--- src/rtl/xlate_cam.sv ---
module xlate_cam #(
  parameter int ENTRIES = 8,
  parameter int VPN_W   = 19,
  parameter int PFN_W   = 20,
  parameter int ASID_W  = 8,
  localparam int IDX_W  = (ENTRIES > 1) ? $clog2(ENTRIES) : 1,
  localparam int PIDX_W = IDX_W + 1,
  localparam int HALF_W = PFN_W + 6
) (
  input  logic              clk,
  input  logic              rst,
  input  logic [VPN_W-1:0]  lk_vpn,
  input  logic [ASID_W-1:0] lk_asid,
  output logic              lk_hit,
  output logic [IDX_W-1:0]  lk_idx,
  output logic [VPN_W-1:0]  lk_mask,
  output logic [HALF_W-1:0] lk_lo,
  output logic [HALF_W-1:0] lk_hi,
  input  logic [VPN_W-1:0]  pr_vpn,
  input  logic [ASID_W-1:0] pr_asid,
  output logic [PIDX_W-1:0] pr_idx,
  input  logic              wr_en,
  input  logic [PIDX_W-1:0] wr_idx,
  input  logic [VPN_W-1:0]  wr_vpn,
  input  logic [VPN_W-1:0]  wr_mask,
  input  logic [ASID_W-1:0] wr_asid,
  input  logic [HALF_W-1:0] wr_lo,
  input  logic [HALF_W-1:0] wr_hi,
  input  logic              rd_adv,
  output logic [IDX_W-1:0]  rd_ptr,
  output logic [VPN_W-1:0]  rd_vpn,
  output logic [VPN_W-1:0]  rd_mask,
  output logic [ASID_W-1:0] rd_asid,
  output logic [HALF_W-1:0] rd_lo,
  output logic [HALF_W-1:0] rd_hi,
  input  logic              flush
);
  localparam logic [PIDX_W-1:0] LIMIT = PIDX_W'(ENTRIES);
  localparam logic [IDX_W-1:0]  LAST  = IDX_W'(ENTRIES - 1);

  logic [VPN_W-1:0]  e_vpn  [ENTRIES];
  logic [VPN_W-1:0]  e_mask [ENTRIES];
  logic [ASID_W-1:0] e_asid [ENTRIES];
  logic              e_g    [ENTRIES];
  logic [HALF_W-1:1] e_lo   [ENTRIES];
  logic [HALF_W-1:1] e_hi   [ENTRIES];
  logic [IDX_W-1:0]  ptr;

  logic [ENTRIES-1:0] lk_m, pr_m;
  logic [IDX_W-1:0]   pr_sel;

  for (genvar i = 0; i < ENTRIES; i++) begin : g_cmp
    logic live;
    assign live    = e_lo[i][1] | e_hi[i][1];
    assign lk_m[i] = live && (((lk_vpn ^ e_vpn[i]) & ~e_mask[i]) == '0)
                     && (e_g[i] || lk_asid == e_asid[i]);
    assign pr_m[i] = live && (((pr_vpn ^ e_vpn[i]) & ~e_mask[i]) == '0)
                     && (e_g[i] || pr_asid == e_asid[i]);
  end

  always_comb begin
    lk_idx = '0;
    pr_sel = '0;
    for (int i = ENTRIES - 1; i >= 0; i--) begin
      if (lk_m[i]) lk_idx = IDX_W'(i);
      if (pr_m[i]) pr_sel = IDX_W'(i);
    end
  end

  assign lk_hit  = |lk_m;
  assign lk_mask = e_mask[lk_idx];
  assign lk_lo   = {e_lo[lk_idx], e_g[lk_idx]};
  assign lk_hi   = {e_hi[lk_idx], e_g[lk_idx]};
  assign pr_idx  = (|pr_m) ? {1'b0, pr_sel} : '1;

  assign rd_ptr  = ptr;
  assign rd_vpn  = e_vpn[ptr];
  assign rd_mask = e_mask[ptr];
  assign rd_asid = e_asid[ptr];
  assign rd_lo   = {e_lo[ptr], e_g[ptr]};
  assign rd_hi   = {e_hi[ptr], e_g[ptr]};

  always_ff @(posedge clk) begin
    if (rst || flush) begin
      for (int i = 0; i < ENTRIES; i++) begin
        e_vpn[i]  <= '0;
        e_mask[i] <= '0;
        e_asid[i] <= '0;
        e_g[i]    <= 1'b0;
        e_lo[i]   <= '0;
        e_hi[i]   <= '0;
      end
      ptr <= '0;
    end else begin
      if (wr_en && wr_idx < LIMIT) begin
        e_vpn[wr_idx[IDX_W-1:0]]  <= wr_vpn;
        e_mask[wr_idx[IDX_W-1:0]] <= wr_mask;
        e_asid[wr_idx[IDX_W-1:0]] <= wr_asid;
        e_g[wr_idx[IDX_W-1:0]]    <= wr_lo[0] & wr_hi[0];
        e_lo[wr_idx[IDX_W-1:0]]   <= wr_lo[HALF_W-1:1];
        e_hi[wr_idx[IDX_W-1:0]]   <= wr_hi[HALF_W-1:1];
      end
      if (rd_adv) ptr <= (ptr == LAST) ? '0 : ptr + 1'b1;
    end
  end
endmodule

--- config.mk ---
export PLATFORM = sky130hd
export DESIGN_NAME = xlate_cam
export DESIGN_NICKNAME = d
export VERILOG_FILES = /design/src/rtl/xlate_cam.sv
export SDC_FILE = /design/constraint.sdc
export NUM_CORES = 2
export LEC_CHECK = 0
export ABC_CLOCK_PERIOD_IN_PS = 15250
export CORE_ASPECT_RATIO = 1.5
export CORE_UTILIZATION = 35
export CTS_CLUSTER_SIZE = 40
export DETAILED_ROUTE_END_ITERATION = 16
export DONT_BUFFER_PORTS = 1
export HOLD_SLACK_MARGIN = 0.12
export SYNTH_ARGS = -nofsm -noshare
export SYNTH_HDL_FRONTEND = slang
export SYNTH_SLANG_ARGS = --single-unit
--- constraint.sdc ---
create_clock -name clk -period 15.25 [get_ports clk]
set_input_delay 0.7625 -clock clk [delete_from_list [all_inputs] [get_ports clk]]
set_output_delay 0.7625 -clock clk [all_outputs]
set_load 0.01 [all_outputs]
### After elaboration in Yosys (flattened, before gate mapping)

Memories as Yosys holds them, arrays and structs flattened. A register that Yosys moved wholly into a read port is not among the register bits.
Cells that the tools add are included.

* register bits: 3
* bits in writable memories: 776
* input bits: 161
* output and inout port bits: 180
* logic and storage cells: 202
* memories: 6

* $add $sub $neg: 1
* $lt $le $gt $ge: 1
* equality and inequality tests: 17
* muxes and demuxes: 53
* bitwise logic cells: 49
* reductions and logical operators: 74

Memories
* e_hi: depth 8, bits a word 25, rd ports 10, clocked after memory_dff 1, wr ports 8, RTL line 46 `logic [HALF_W-1:1] e_hi [ENTRIES];`
* e_lo: depth 8, bits a word 25, rd ports 10, clocked after memory_dff 1, wr ports 8, RTL line 45 `logic [HALF_W-1:1] e_lo [ENTRIES];`
* e_mask: depth 8, bits a word 19, rd ports 10, clocked after memory_dff 1, wr ports 8, RTL line 42 `logic [VPN_W-1:0] e_mask [ENTRIES];`
* e_vpn: depth 8, bits a word 19, rd ports 9, clocked after memory_dff 1, wr ports 8, RTL line 41 `logic [VPN_W-1:0] e_vpn [ENTRIES];`
* e_asid: depth 8, bits a word 8, rd ports 9, clocked after memory_dff 1, wr ports 8, RTL line 43 `logic [ASID_W-1:0] e_asid [ENTRIES];`
* e_g: depth 8, bits a word 1, rd ports 10, clocked after memory_dff 1, wr ports 8, RTL line 44 `logic e_g [ENTRIES];`

Operator list (count)
* $and 19x19->19: 16
* $logic_not 19->1: 16
* $xor 19x19->19: 16
* $not 19->19: 8
* $eq 8x8->1: 16
* $mux 3: 35
* $mux 25: 2
* $reduce_or 25->1: 2
* $mux 19: 2
* $reduce_or 19->1: 2
* $logic_and 1x1->1: 33
* $reduce_or 8->1: 3
* $logic_or 1x1->1: 17
* $mux 1: 12
* $mux 8: 1
* $or 1x1->1: 8
* $lt 4x4->1 const B: 1
* $mux 4: 1
* $add 3x1->3 const B: 1
* $eq 3x3->1 const B: 1
* $and 1x1->1: 1
* $reduce_or 1->1: 1

### Longest topological paths before layout

* word-level depth: 14
* mapped depth: 14
* mapped depth without buffers: 10

### Worst setup path after synthesis

No wires, ideal clock.

* path kind: input to register
* from: input port flush
* to: memory e_asid[3][0], enable pin
* arrival time: 8209 ps
* required time: 14564 ps
* slack: 6355 ps
* stages on the path: 3
* path buffers: 0
* path through: nor2_1 > nand4b_1 > o21ai_0

RTL lines
* start, declared: RTL line 36 `input logic flush`
* end, declared: RTL line 43

==> results_dict.tcl <==
set metrics [dict create \
    cts_resized 0 \
    fmax_ghz 0.123 \
    num_vias 32000 \
    core_area_um2 132000 \
    synth_area_um2 46400 \
    grt-ovfl-total 0 \
    synth_enable_flop_cells 776 \
    clkLatencyLatePin_ps 700 \
    power_mw 5.36 \
    synthArstFlopShare_pct 0 \
    cts.sinks 782 \
    grt_usage_pct 29.3 \
    rows 163 \
    hold_viol 0 \
    ant_nets 0 \
    drv_cap 1 \
    drt-initial-drc-count 3374 \
    cp_data_arrival_time_ps 7360 \
    synthFlopType "edfxtp_1" \
    grt_max_degree 139 \
    fin_crit_sh_pct 53.3 \
    drt-total-wl_mm 200 \
    cts_root_buffer "clkbuf_16" \
    die_x_um 299 \
    worstMarginPinSlew_ps 1510 \
    gp_congestion 1.09 \
    avgSynthCellArea_um2 13.2 \
    cpMostUsedCell "buf_4" \
    finalCoreUtilization_pct 38.7 \
    critical_path_class "reg -> out" \
    antenna_found_initial 11 \
    path_clk_slew_ps 70 \
    status "finished, violations left" \
    dpl.hpwl_mm 133 \
    fin_tns_setup_ps 0 \
    netlist_instances 3522 \
    irDropWorstVdd_v 0.000103 \
    drive_gt1_share_pct 19.1 \
    drt-wirelength-per-cell_um 38.6 \
    clock_path_buffers 3 \
    via_per_inst 6.17 \
    start_util_pct 35.3 \
    max_stage_delay_ps 930 \
    numPortBuffers 0 \
    cp_cell_sequence "xnor2_1, o22ai_1, nor2_1, nand3_1, o21a_1, a21oi_1, or3_4, buf_4, buf_4, a211oi_2, a2111oi_1, buf_4, buf_4" \
    rsz0062_at_grt "no" \
    worstPathRequired_ps 14490 \
    period_needed_ps 8120 \
    syn2layout_area_growth_pct 9.60 \
    nets 3542 \
    critPathTopFamily "compound AO/OA/AOI/OAI gates" \
    ys_types 55 \
    cts_buffers 84 \
    grt_pass1_wl_mm 270 \
    synth_nets 3685 \
    violations "max-capacitance violations, max-slew violations" \
    finalSetupViolCount 0 \
    drt_pass1_iterations 8 \
    p_leak_nw 16.8 \
    htreeDepth 3 \
    ios 341 \
    route.detailed.drc 0 \
    synth-seq-cells 782 \
    crit_path_start_kind "register" \
    skew_ps 0.421 \
    maxSlewViolCount 2 \
    ys_seq_area_share_pct 50.4 \
    die_h_um 448 \
    cellPowerDensity_nw_per_um2 105 \
    hp-class "in -> reg" \
    worst-path-buf-inv 4 \
    final_cell_mix "edfxtp_1, and2_1, xnor2_1" \
    cpMaxStageDelayCell "a21oi_1" \
    final_common_cell "edfxtp_1" \
    grt_pass1_vias 32000 \
    yosysWarnings 0 \
    dieArea_um2 134000 \
    post_cts_buffers 0 \
    cts_tree "built" \
    end_kind "output pin" \
    max_slew_margin_pct -1.25 \
    critical_path.max_fanout 32 \
]
-- metal layers --
layer	vias to the layer above	part of all wire [%]	routed length [µm]	track usage (%)
li1	13100	-	-	-
met1	16600	35	70300	32.5
met2	1763	48	95900	48.7
met3	562	9.6	19300	8.72
met4	6	7.4	14900	19.4
met5	-	0.015	31	0
-- synthesized netlist by cell type, types with 4 or more instances --
cell,n,area share [%]
a2111oi_2,64,2.1
nand2b_1,4,0.054
nor2_1,57,0.46
a221oi_1,6,0.11
buf_4,17,0.27
a211oi_1,141,2.3
xnor2_1,371,7.0
xor2_1,58,1.1
o2111ai_1,5,0.094
inv_1,8,0.065
edfxtp_1,776,50
nand2_1,6,0.048
or4_1,4,0.065
dfxtp_1,6,0.26
a211oi_2,71,1.9
buf_2,46,0.50
and3_1,8,0.11
mux2_2,97,2.4
clkbuf_1,197,1.6
a21oi_1,15,0.16
mux4_2,194,9.4
a21boi_0,202,3.3
nand3_1,7,0.075
buf_6,17,0.41
nor4_1,39,0.53
and2_1,769,10
nor3_1,12,0.13
nand4_1,21,0.28
mux2i_1,73,1.6
buf_1,18,0.15
o21ai_0,14,0.15
o22ai_1,161,2.2
a2111oi_1,6,0.13
-- logic make-up (layout without fill, tap and decap cells) --
logic type      after synthesis  in the layout  synth area share, %
compound gates              695            695                 12.5
buf+inv                     306            230                 3.09
fa+ha+maj                     2              2               0.0539
xor+xnor                    432            432                 8.20
flops                       782            782                 50.4
mux                         364            364                 13.3
simple gates                941            941                 12.4
other cells                   0              7                    0
-- final timing paths --
| path | startpoint | end | slack [ps] | cells past startpoint |
|---|---|---|---|---|
| max | e_vpn[5][18] | lk_lo[25] | 7130 | 13 |
| min | wr_mask[14] | e_mask[2][14] | 230 | 1 |
| min reg2reg | rd_ptr[2] | register | 600 | 2 |
| max reg2reg | rd_ptr[0] | register | 13650 | 4 |
-- metrics by stage --
step	hold slack [ps]	instances	area (µm²)	setup slack, ps
finish	226	5185	50900	7130
global route	211	5179	50900	7120
CTS	181	5178	50900	7680
detailed placement	582	5022	47900	8190
global placement	582	5022	47900	8250
floorplan	561	3522	46400	6350
-- cell type report --
class                   count  area (µm²)
fillers                 12400       80600
flip-flops and latches    782       23400
multi-input cells        2434       21800
clock buffers              97        2170
well taps                1732        2170
clock inverters            56         736
repair buffers             68         531
inverters                   9        38.8
diodes                      7        17.5
-- worst register-to-register path: cells and delay by family (launching register included) --
| family | cells | cell delay [ps] |
|---|---|---|
| adder cells (fa/ha/maj) | 1 | 270 |
| buffers and inverters | 1 | 570 |
| flip-flops | 1 | 440 |
| multiplexers | 1 | 130 |
| AND/OR/NAND/NOR | 1 | 60 |
-- repair_timing --
action,4_1_cts,5_1_grt
endpoints found under the setup margin,0,0
hold buffers,3,0
hold endpoints to repair,6,0
-- power by group --
group          internal, mW  switching [mW]
sequential             2.48           0.152
combinational         0.214           0.299
clock                  1.28           0.929
-- flip-flops by register name (all words and copies together) (netlist names), named ones only --
signal and count:
rd_ptr 3, e_lo 200, e_mask 152, e_asid 64, e_g 8, e_hi 200
e_vpn 152
(Power assumes the default switching activity.)
